===== config.mk =====
export PLATFORM = sky130hd
export DESIGN_NAME = grouped_fifo_dma
export DESIGN_NICKNAME = d
export VERILOG_FILES = /design/src/rtl/gfd_pkg.sv /design/src/rtl/gfd_fifo.sv /design/src/rtl/gfd_datapath.sv /design/src/rtl/gfd_evt_unit.sv /design/src/rtl/gfd_control.sv /design/src/rtl/grouped_fifo_dma.sv
export SDC_FILE = /design/constraint.sdc
export NUM_CORES = 2
export LEC_CHECK = 0
export BUFFER_PORTS_ARGS = -buffer_cell sky130_fd_sc_hd__buf_2
export CAP_MARGIN = 20
export CORE_UTILIZATION = 48
export DETAILED_ROUTE_END_ITERATION = 12
export PLACE_DENSITY_LB_ADDON = 0.08
export SYNTH_ARGS = -nofsm -noshare
export SYNTH_HDL_FRONTEND = slang
export SYNTH_SLANG_ARGS = --single-unit

===== constraint.sdc =====
create_clock -name clk -period 18.7 [get_ports clk]
set_clock_uncertainty 0.1 [all_clocks]
set_input_delay 3.74 -clock clk [delete_from_list [all_inputs] [get_ports clk]]
set_output_delay 3.74 -clock clk [all_outputs]
set_load 0.005 [all_outputs]

===== src/rtl/gfd_pkg.sv =====
package gfd_pkg;

  // Bit positions of the two threshold fields inside the control word.
  localparam int IN_THR_LSB  = 0;
  localparam int OUT_THR_LSB = 16;

  // Strobes from control to datapath.
  typedef struct packed {
    logic wrGo;
    logic rdGo;
  } gfd_strobe_t;

  // A zero threshold field behaves as one.
  function automatic logic [8:0] effThr(input logic [7:0] field);
    return (field == 8'd0) ? 9'd1 : {1'b0, field};
  endfunction

endpackage


===== src/rtl/gfd_fifo.sv =====
module gfd_fifo #(
  parameter int W     = 24,
  parameter int DEPTH = 16,
  localparam int AW   = (DEPTH > 1) ? $clog2(DEPTH) : 1,
  localparam int CW   = $clog2(DEPTH + 1)
) (
  input  logic          clk,
  input  logic          rstN,
  input  logic          push,
  input  logic [W-1:0]  pushData,
  input  logic          pop,
  output logic [W-1:0]  headData,
  output logic          full,
  output logic          empty,
  output logic [CW-1:0] count
);

  logic [W-1:0]  mem [DEPTH];
  logic [AW-1:0] wrIdx, rdIdx;
  logic          doPush, doPop;

  always_comb begin
    full     = (count == CW'(DEPTH));
    empty    = (count == '0);
    doPush   = push && !full;
    doPop    = pop && !empty;
    headData = mem[rdIdx];
  end

  always_ff @(posedge clk) begin
    if (doPush) mem[wrIdx] <= pushData;
  end

  always_ff @(posedge clk) begin
    if (!rstN) begin
      wrIdx <= '0;
      rdIdx <= '0;
      count <= '0;
    end else begin
      if (doPush) wrIdx <= (wrIdx == AW'(DEPTH - 1)) ? '0 : wrIdx + 1'b1;
      if (doPop)  rdIdx <= (rdIdx == AW'(DEPTH - 1)) ? '0 : rdIdx + 1'b1;
      case ({doPush, doPop})
        2'b10:   count <= count + 1'b1;
        2'b01:   count <= count - 1'b1;
        default: count <= count;
      endcase
    end
  end

endmodule


===== src/rtl/gfd_datapath.sv =====
module gfd_datapath
  import gfd_pkg::*;
#(
  parameter int NCH   = 4,
  parameter int DEPTH = 16,
  parameter int SW    = 24,
  localparam int PW   = (NCH > 1) ? $clog2(NCH) : 1,
  localparam int LVW  = $clog2(DEPTH + 1)
) (
  input  logic              clk,
  input  logic              rstN,
  input  gfd_strobe_t       strb,
  input  logic [PW-1:0]     wrSel,
  input  logic [PW-1:0]     rdSel,
  input  logic [SW-1:0]     busWrData,
  output logic [SW-1:0]     busRdData,
  input  logic [NCH-1:0]    convPop,
  output logic [NCH*SW-1:0] convPopData,
  output logic [NCH-1:0]    convPopValid,
  input  logic [NCH-1:0]    convPush,
  input  logic [NCH*SW-1:0] convPushData,
  output logic [NCH-1:0]    convPushReady,
  output logic              inFullSel,
  output logic              outEmptySel,
  output logic [LVW-1:0]    inMinFree,
  output logic [LVW-1:0]    outMinCnt
);

  logic [NCH-1:0] inFull, inEmpty, outFull, outEmpty;
  logic [SW-1:0]  inHead  [NCH];
  logic [SW-1:0]  outHead [NCH];
  logic [LVW-1:0] inCnt   [NCH];
  logic [LVW-1:0] inFree  [NCH];
  logic [LVW-1:0] outCnt  [NCH];

  for (genvar ch = 0; ch < NCH; ch++) begin : g_chan
    logic inPush, outPop;
    assign inPush = strb.wrGo && (wrSel == PW'(ch));
    assign outPop = strb.rdGo && (rdSel == PW'(ch));

    gfd_fifo #(.W(SW), .DEPTH(DEPTH)) u_inFifo (
      .clk      (clk),
      .rstN     (rstN),
      .push     (inPush),
      .pushData (busWrData),
      .pop      (convPop[ch]),
      .headData (inHead[ch]),
      .full     (inFull[ch]),
      .empty    (inEmpty[ch]),
      .count    (inCnt[ch])
    );

    gfd_fifo #(.W(SW), .DEPTH(DEPTH)) u_outFifo (
      .clk      (clk),
      .rstN     (rstN),
      .push     (convPush[ch]),
      .pushData (convPushData[ch*SW +: SW]),
      .pop      (outPop),
      .headData (outHead[ch]),
      .full     (outFull[ch]),
      .empty    (outEmpty[ch]),
      .count    (outCnt[ch])
    );

    assign inFree[ch]                = LVW'(DEPTH) - inCnt[ch];
    assign convPopData[ch*SW +: SW]  = inHead[ch];
    assign convPopValid[ch]          = !inEmpty[ch];
    assign convPushReady[ch]         = !outFull[ch];
  end

  // Group-wide minimum levels feed the request logic.
  always_comb begin
    inMinFree = LVW'(DEPTH);
    outMinCnt = LVW'(DEPTH);
    for (int ch = 0; ch < NCH; ch++) begin
      if (inFree[ch] < inMinFree) inMinFree = inFree[ch];
      if (outCnt[ch] < outMinCnt) outMinCnt = outCnt[ch];
    end
  end

  always_comb begin
    inFullSel   = inFull[wrSel];
    outEmptySel = outEmpty[rdSel];
    busRdData   = outEmpty[rdSel] ? '0 : outHead[rdSel];
  end

endmodule


===== src/rtl/gfd_evt_unit.sv =====
module gfd_evt_unit
  import gfd_pkg::*;
#(
  parameter int NCH   = 4,
  parameter int DEPTH = 16,
  localparam int PW   = (NCH > 1) ? $clog2(NCH) : 1,
  localparam int LVW  = $clog2(DEPTH + 1),
  localparam int LW   = 9 + PW
) (
  input  logic           clk,
  input  logic           rstN,
  input  logic [7:0]     thrField,
  input  logic [LVW-1:0] level,
  input  logic           access,
  output logic           evt,
  output logic [PW-1:0]  ptr
);

  logic [8:0]    thrEff;
  logic          ready;
  logic [LW-1:0] burstLen, burstCnt;

  always_comb begin
    thrEff = effThr(thrField);
    ready  = (int'(thrEff) <= DEPTH) && (int'(level) >= int'(thrEff));
  end

  // Request: raised on a ready group, held until the burst is done.
  always_ff @(posedge clk) begin
    if (!rstN) begin
      evt      <= 1'b0;
      burstLen <= '0;
      burstCnt <= '0;
    end else if (!evt) begin
      burstCnt <= '0;
      if (ready) begin
        evt      <= 1'b1;
        burstLen <= LW'(thrEff) * LW'(NCH);
      end
    end else if (access) begin
      if (burstCnt == burstLen - 1'b1) evt <= 1'b0;
      burstCnt <= burstCnt + 1'b1;
    end
  end

  // Channel pointer: steps on every access and wraps after the last channel.
  always_ff @(posedge clk) begin
    if (!rstN) begin
      ptr <= '0;
    end else if (access) begin
      ptr <= (ptr == PW'(NCH - 1)) ? '0 : ptr + 1'b1;
    end
  end

endmodule


===== src/rtl/gfd_control.sv =====
module gfd_control
  import gfd_pkg::*;
#(
  parameter int NCH   = 4,
  parameter int DEPTH = 16,
  localparam int PW   = (NCH > 1) ? $clog2(NCH) : 1,
  localparam int LVW  = $clog2(DEPTH + 1)
) (
  input  logic           clk,
  input  logic           rstN,
  input  logic [31:0]    ctrlWord,
  input  logic           busWrEn,
  input  logic           busRdEn,
  input  logic [LVW-1:0] inMinFree,
  input  logic [LVW-1:0] outMinCnt,
  input  logic           inFullSel,
  input  logic           outEmptySel,
  output gfd_strobe_t    strb,
  output logic [PW-1:0]  wrSel,
  output logic [PW-1:0]  rdSel,
  output logic           inEvt,
  output logic           outEvt,
  output logic           errWrFull,
  output logic           errRdEmpty
);

  logic [7:0] inThrField, outThrField;

  always_comb begin
    inThrField  = ctrlWord[IN_THR_LSB  +: 8];
    outThrField = ctrlWord[OUT_THR_LSB +: 8];
    strb.wrGo   = busWrEn;
    strb.rdGo   = busRdEn;
  end

  gfd_evt_unit #(.NCH(NCH), .DEPTH(DEPTH)) u_inEvt (
    .clk      (clk),
    .rstN     (rstN),
    .thrField (inThrField),
    .level    (inMinFree),
    .access   (busWrEn),
    .evt      (inEvt),
    .ptr      (wrSel)
  );

  gfd_evt_unit #(.NCH(NCH), .DEPTH(DEPTH)) u_outEvt (
    .clk      (clk),
    .rstN     (rstN),
    .thrField (outThrField),
    .level    (outMinCnt),
    .access   (busRdEn),
    .evt      (outEvt),
    .ptr      (rdSel)
  );

  always_ff @(posedge clk) begin
    if (!rstN) begin
      errWrFull  <= 1'b0;
      errRdEmpty <= 1'b0;
    end else begin
      if (busWrEn && inFullSel)   errWrFull  <= 1'b1;
      if (busRdEn && outEmptySel) errRdEmpty <= 1'b1;
    end
  end

endmodule


===== src/rtl/grouped_fifo_dma.sv =====
module grouped_fifo_dma
  import gfd_pkg::*;
#(
  parameter int NCH   = 4,
  parameter int DEPTH = 16,
  parameter int SW    = 24,
  localparam int PW   = (NCH > 1) ? $clog2(NCH) : 1,
  localparam int LVW  = $clog2(DEPTH + 1)
) (
  input  logic              clk,
  input  logic              rstN,
  input  logic [31:0]       ctrlWord,
  input  logic              busWrEn,
  input  logic [SW-1:0]     busWrData,
  input  logic              busRdEn,
  output logic [SW-1:0]     busRdData,
  output logic              inEvt,
  output logic              outEvt,
  output logic              errWrFull,
  output logic              errRdEmpty,
  input  logic [NCH-1:0]    convPop,
  output logic [NCH*SW-1:0] convPopData,
  output logic [NCH-1:0]    convPopValid,
  input  logic [NCH-1:0]    convPush,
  input  logic [NCH*SW-1:0] convPushData,
  output logic [NCH-1:0]    convPushReady
);

  gfd_strobe_t    strb;
  logic [PW-1:0]  wrSel, rdSel;
  logic           inFullSel, outEmptySel;
  logic [LVW-1:0] inMinFree, outMinCnt;

  gfd_control #(.NCH(NCH), .DEPTH(DEPTH)) u_ctrl (
    .clk         (clk),
    .rstN        (rstN),
    .ctrlWord    (ctrlWord),
    .busWrEn     (busWrEn),
    .busRdEn     (busRdEn),
    .inMinFree   (inMinFree),
    .outMinCnt   (outMinCnt),
    .inFullSel   (inFullSel),
    .outEmptySel (outEmptySel),
    .strb        (strb),
    .wrSel       (wrSel),
    .rdSel       (rdSel),
    .inEvt       (inEvt),
    .outEvt      (outEvt),
    .errWrFull   (errWrFull),
    .errRdEmpty  (errRdEmpty)
  );

  gfd_datapath #(.NCH(NCH), .DEPTH(DEPTH), .SW(SW)) u_dp (
    .clk           (clk),
    .rstN          (rstN),
    .strb          (strb),
    .wrSel         (wrSel),
    .rdSel         (rdSel),
    .busWrData     (busWrData),
    .busRdData     (busRdData),
    .convPop       (convPop),
    .convPopData   (convPopData),
    .convPopValid  (convPopValid),
    .convPush      (convPush),
    .convPushData  (convPushData),
    .convPushReady (convPushReady),
    .inFullSel     (inFullSel),
    .outEmptySel   (outEmptySel),
    .inMinFree     (inMinFree),
    .outMinCnt     (outMinCnt)
  );

endmodule


# Word-level counts from Yosys, hierarchy flattened
# Memories as Yosys holds them, arrays and structs flattened. A register that Yosys moved wholly into a read port is not among the register bits.
# Index checks and enable logic that the tools add are counted.
dict set report op_classes {
  n_eq_ne 48
  muxes 84
  addsub 42
  bitwise_logic 3
  n_reduce_logical 68
  n_lt_le_gt_ge 15
}
# operator n
set op_table {}
lappend op_table {{two-way mux 4 bit} 32}
lappend op_table {{case mux 5 bit (2 select lines)} 8}
lappend op_table {{two-way mux 24 bit} 3}
lappend op_table {{adder 4 x 1 -> 4 bit, second input constant} 16}
lappend op_table {{== test 4 bit, second input constant} 16}
lappend op_table {{binary-select mux 24 bit (select 2 bit)} 1}
lappend op_table {{adder 5 x 1 -> 5 bit, second input constant} 8}
lappend op_table {{== test 5 bit, second input constant} 8}
lappend op_table {{zero test 5 bit} 8}
lappend op_table {{two-way mux 5 bit} 8}
lappend op_table {{subtractor 5 x 1 -> 5 bit, second input constant} 8}
lappend op_table {{< comparator 5 bit} 6}
lappend op_table {{logical AND 1 bit} 28}
lappend op_table {{two-way mux 1 bit} 26}
lappend op_table {{== test 2 bit, second input constant} 12}
lappend op_table {{adder 11 x 1 -> 11 bit, second input constant} 2}
lappend op_table {{== test 11 bit} 2}
lappend op_table {{subtractor 11 x 1 -> 11 bit, second input constant} 2}
lappend op_table {{== test 2 x 1 -> 1 bit, second input constant} 10}
lappend op_table {{subtractor 5 bit, first input constant} 4}
lappend op_table {{>= comparator 5 x 8 -> 1 bit} 2}
lappend op_table {{<= comparator 8 x 5 -> 1 bit, second input constant} 2}
lappend op_table {{zero test 1 bit} 16}
lappend op_table {{zero test 8 bit} 2}
lappend op_table {{other kinds (12)} 30}
dict set report totals {
  ff_bits 152
  ram_bits 3072
  out_inout_bits 132
  mem_count 8
}
# memory words word_bits rd rd_ports_with_merged_regs wr line_no
set memory_table {}
lappend memory_table {{u_dp.g_chan[0].u_inFifo.mem} 16 24 1 1 1 gfd_fifo.sv:18} ;# logic [W-1:0] mem [DEPTH];
lappend memory_table {{u_dp.g_chan[0].u_outFifo.mem} 16 24 1 1 1 gfd_fifo.sv:18}
lappend memory_table {{u_dp.g_chan[1].u_inFifo.mem} 16 24 1 1 1 gfd_fifo.sv:18}
lappend memory_table {{u_dp.g_chan[1].u_outFifo.mem} 16 24 1 1 1 gfd_fifo.sv:18}
lappend memory_table {{u_dp.g_chan[2].u_inFifo.mem} 16 24 1 1 1 gfd_fifo.sv:18}
lappend memory_table {{u_dp.g_chan[2].u_outFifo.mem} 16 24 1 1 1 gfd_fifo.sv:18}
lappend memory_table {{2 more memories} -- -- -- -- -- --}

# Logic depth before layout (Yosys ltp)
dict set report depth {
  ltp_word 13
  ltp_mapped 31
  mapped_depth_nobuf 31
}

# Hierarchy
# Synthesis repeated with hierarchy kept, for this count alone.
dict set report unflattened {
  hier_cells 5790
  area_unflattened_um2 128116.6
}
# mod cells_each area_each_um2 n_inst seq_area_each_um2
set by_module_without_submodules {}
lappend by_module_without_submodules {{gfd_fifo (u_dp.g_chan[0].u_outFifo ...)} 654 15413.5 7 11871.4}
lappend by_module_without_submodules {{gfd_fifo (u_dp.g_chan[0].u_inFifo)} 654 15412.3 1 11871.4}
lappend by_module_without_submodules {gfd_datapath 242 2148.3 1 0.0}
lappend by_module_without_submodules {{gfd_evt_unit (u_ctrl.u_inEvt)} 154 1292.5 1 440.4}
lappend by_module_without_submodules {{gfd_evt_unit (u_ctrl.u_outEvt)} 154 1291.2 1 440.4}
lappend by_module_without_submodules {gfd_control 8 77.6 1 40.0}

# Worst setup path after synthesis
# Ideal clock, no wire load.
dict set report synth_path {
  path_kind {reg-to-reg}
  from {reg u_dp.g_chan[0].u_inFifo.count[0]}
  to {reg u_ctrl.u_inEvt.burstLen[7]}
  period_less_slack_ns 6.593
  slack_ns 12.107
  setup_time_ns 0.115
  stages_incl_launch_ff 30
  arrival_ns 6.378
  required_ns 18.485
  path_cell_list {dfxtp_1 > inv_1 > ha_1 > nor3b_1 > ha_1 > nand2_1 > ha_1 > a21oi_1 > o21ai_1 > nor2_1 > mux2_2 > ha_1 > o21ai_0 > nor2_1 > nor3_1 > a21oi_1 > mux2_2 > ha_1 > and4_1 > a21oi_1 > nand2_1 > a21oi_1 > mux2_1 > ha_1 > nand2b_1 > a21o_1 > a21oi_1 > o21ai_1 > nand2_1 > and3_1}
}
dict set report synth_between {
  elab_chain_cells 12
}
# item line_no
set synth_rtl {}
lappend synth_rtl {{start, declared} gfd_fifo.sv:15} ;# output logic [CW-1:0] count
lappend synth_rtl {{start signal, assigned} gfd_fifo.sv:43} ;# 2'b10: count <= count + 1'b1;
lappend synth_rtl {{start signal, assigned} gfd_fifo.sv:44} ;# 2'b01: count <= count - 1'b1;
lappend synth_rtl {{start signal, assigned} gfd_fifo.sv:45} ;# default: count <= count;
lappend synth_rtl {{subtractor 5 bit (*)} gfd_datapath.sv:65} ;# assign inFree[ch] = LVW'(DEPTH) - inCnt[ch];
lappend synth_rtl {{< comparator 5 bit} gfd_datapath.sv:76} ;# if (inFree[ch] < inMinFree) inMinFree = inFree[ch];
lappend synth_rtl {{two-way mux 5 bit (*)} gfd_datapath.sv:76}
lappend synth_rtl {{< comparator 5 bit} gfd_datapath.sv:76}
lappend synth_rtl {{two-way mux 5 bit (*)} gfd_datapath.sv:76}
lappend synth_rtl {{< comparator 5 bit} gfd_datapath.sv:76}
lappend synth_rtl {{two-way mux 5 bit (*)} gfd_datapath.sv:76}
lappend synth_rtl {{< comparator 5 bit} gfd_datapath.sv:76}
lappend synth_rtl {{two-way mux 5 bit (*)} gfd_datapath.sv:76}
lappend synth_rtl {{>= comparator 5 x 8 -> 1 bit (*)} gfd_evt_unit.sv:25} ;# ready = (int'(thrEff) <= DEPTH) && (int'(level) >= int'(thrEff));
lappend synth_rtl {{logical AND 1 bit (*)} gfd_evt_unit.sv:25}
lappend synth_rtl {{AND reduction 2 bit (no line) (*)} --}
lappend synth_rtl {{end signal, assigned} gfd_evt_unit.sv:38} ;# burstLen <= LW'(thrEff) * LW'(NCH);
lappend synth_rtl {{end, declared} gfd_evt_unit.sv:21} ;# logic [LW-1:0] burstLen, burstCnt;
# Every way passes the cells marked *; elsewhere a longest branch is shown, timed or not.
# A chain may end at the register's enable or synchronous reset.

==> flow_summary.json <==
{
  "htreeDepth": 5,
  "worst_setup_path_end_kind": "primary output",
  "final_common_cell": "edfxtp_1",
  "final_util_pct": 55.12,
  "fin_tns_setup_ns": 0,
  "fmax_mhz": 113.1,
  "hold_path.class": "reg2reg",
  "clockBufferDepth": 4,
  "path_cells": "buf_4 -> buf_4 -> mux4_2 -> nor2b_1 -> a211oi_1 -> a21oi_1 -> o211ai_1 -> nand3_1 -> buf_2",
  "wirelength_microns": 301400,
  "synth_cell_type_count": 53,
  "yosysTopAreaCell": "edfxtp_1",
  "run_status": "finished, final reports clean",
  "antenna_found_initial": 46,
  "slowest_stage": "buf_4",
  "die_w_microns": 516.3,
  "crit-reg2reg-launch": "u_dp.g_chan[0].u_inFifo.count[0]",
  "first_iter_violations": 4969,
  "synth_xor_area_share_pct": 0.6001,
  "crit_path_frequent_cell": "buf_4",
  "overflow": 0,
  "yosysSeqAreaShare_pct": 75.52,
  "dieArea_sq_mm": 0.2666,
  "path_class": "reg2out",
  "dr_total_vias": 59826,
  "clkTransAtPathRegs_ns": 0.06,
  "syn_area_per_cell_sq_um": 21.62,
  "gp_congestion": 0.7846,
  "viasPerCell": 5.862,
  "power_mw": 17.03,
  "finalHoldViolCount": 0,
  "cpPeakStageDelay_ns": 0.74,
  "synth_top_family_by_area": "multiplexers",
  "tritoncts": "done",
  "async_reset_ff_share_pct": 0,
  "rsz0062_at_grt": "false",
  "clk_latency_ns": 0.87,
  "ys_ff_latch": 3254,
  "r2r_end": "u_ctrl.u_inEvt.burstLen[2]",
  "groute.usage.overall_pct": 22.65,
  "dp_hpwl_microns": 164000,
  "path_depth": 9,
  "cap_violations": 0,
  "critical_path.top_delay_family": "buffers and inverters",
  "wire_per_inst_microns": 29.53,
  "synth_compound_area_share_pct": 1.421,
  "syn-cell-area_sq_mm": 0.1270,
  "hold_start": "u_ctrl.errRdEmpty",
  "relSlewSlack_pct": 26.35,
  "cp-start-kind": "flip-flop",
  "slew_violations": 0,
  "synth_top_area_share_pct": 72.65,
  "dr.pass1.iters": 7,
  "layout-area-overhead-vs-synth_pct": 14.06,
  "power_density_mw_per_mm2": 117.6,
  "min_period_over_period_pct": 47.29,
  "leakage_nw": 45.03,
  "antenna_left": 0,
  "fin_nets": 6704,
  "synthSimpleGateAreaFrac_pct": 2.539,
  "irDropWorstVdd_v": 0.0001044,
  "io_buffer_count": 279,
  "synth_fa_ha_area_share_pct": 1.407,
  "ys_top_cells_by_area": "edfxtp_1 73%, mux4_2 16%, dfxtp_1 2.9%",
  "setup_viol": 0,
  "drc": 0,
  "hold_end": "u_ctrl.errRdEmpty",
  "reg2reg_setup_slack_ns": 11.03,
  "grt_max_degree": 72,
  "core_sq_mm": 0.2627,
  "cts_buffers": 346,
  "layout_common_cells": "3072 x edfxtp_1, 926 x mux4_2, 351 x clkbuf_16",
  "crit_path_max_fanout": 39,
  "tightest_slew_ns": 1.102,
  "ctsHoldBuffers": 0,
  "root_buffer": "clkbuf_16",
  "post_cts.repair.setup_buffers": 0,
  "rows": 188,
  "pin_count": 296,
  "worst-path-buf-inv": 3,
  "post_cts_resized": 0,
  "synth_flop_cell": "edfxtp_1",
  "die_y_microns": 516.3,
  "min_period_ns": 8.844,
  "start_util_pct": 48.32,
  "synthCells": 5872,
  "cp.required_ns": 14.86,
  "hold_depth": 1,
  "synth-edff-count": 3072,
  "r2r_cells": 30,
  "synth_fp_nets": 6174,
  "synth_warnings": 0,
  "first_global_vias": 61736,
  "drive_gt1_share_pct": 29.54,
  "critPathArrivalTime_ns": 5.00,
  "muxShareOfSynthArea_pct": 17.25,
  "grt_first_pass_wirelength_microns": 432500,
  "cts_sinks": 3254
}
==> worst reg2reg max path: cells and delay by family (launching register included) <==
kind	cells	cell delay (ns)
AOI/OAI and AO/OA	10	2.22
muxes	3	1.13
DFF	1	0.46
buffers and inverters	2	0.21
and+or+nand+nor	9	1.52
adders and majority gates	6	1.89
==> Yosys cell counts (42+ instances only) <==
cell and n:
mux2i_1 94, edfxtp_1 3072, a21oi_1 136, nor3_1 54, nor2_1 198, buf_2 63
nand3_1 74, ha_1 130, xor2_1 55, clkbuf_1 185, mux4_2 926, and2_1 68
dfxtp_1 182, inv_1 114, nor2b_1 42, nand2_1 121
==> stage by stage <==
| step | worst slack [ns] | hold slack (ns) | instance area (sq um) | cells |
|---|---|---|---|---|
| finish | 9.856 | 0.3686 | 144800 | 10206 |
| global route | 9.387 | 0.3972 | 144800 | 10199 |
| CTS | 9.524 | 0.3738 | 144600 | 10186 |
| detailed placement | 10.46 | 0.3505 | 133700 | 9561 |
| global placement | 10.47 | 0.3494 | 133400 | 9551 |
| floorplan | 12.11 | 0.3604 | 127000 | 5872 |
==> registers in the layout (all words and copies together) (netlist names), 16 cells and up, named ones only <==
signal	count
u_dp.g_chan.u_inFifo.wrIdx	16
u_dp.g_chan.u_inFifo.count	20
u_dp.g_chan.u_outFifo.mem	1536
u_dp.g_chan.u_inFifo.rdIdx	16
u_dp.g_chan.u_inFifo.mem	1536
u_dp.g_chan.u_outFifo.count	20
u_dp.g_chan.u_outFifo.rdIdx	16
u_dp.g_chan.u_outFifo.wrIdx	16
==> where the power goes <==
group	total (mW)	switching, mW	internal (mW)
registers	8.17	0.110	8.06
logic	2.22	1.19	1.02
clock network	6.64	2.80	3.85
==> cell type report <==
class | instances | area, sq um
Antenna cell | 12 | 30.03
Clock buffer | 439 | 9224
Clock inverter | 186 | 1740
Fill cell | 19995 | 117900
Inverter | 115 | 434.2
Multi-Input combinational cell | 2213 | 29930
Sequential cell | 3254 | 95970
Tap cell | 3515 | 4398
Timing Repair Buffer | 472 | 3093
==> layer usage <==
layer	global-route usage (%)	vias to the layer above	part of all wire (%)
met2	37.82	1560	50
met3	3.567	468	5.2
li1	-	25515	-
met4	6.616	48	2.7
met1	30.91	32235	42
met5	0	-	0.10
==> kinds of logic after synthesis <==
group / count (synthesis)
compound gates: 296
xor+xnor: 87
fa+ha+maj: 138
buf+inv: 405
flops: 3254
mux: 1029
simple gates: 663
==> worst max-delay path by stage <==
stage	from	to	slack (ns)
final	flip-flop	busRdData[1]	9.86
after global routing	flip-flop	busRdData[1]	9.39
after CTS	flip-flop	busRdData[1]	9.52
after detailed placement	flip-flop	busRdData[1]	10.46
after global placement	flip-flop	busRdData[1]	10.47
after floorplan	u_dp.g_chan[0].u_inFifo.count[0]	u_ctrl.u_inEvt.burstLen[7]	12.11
(Power assumes the default switching activity.)
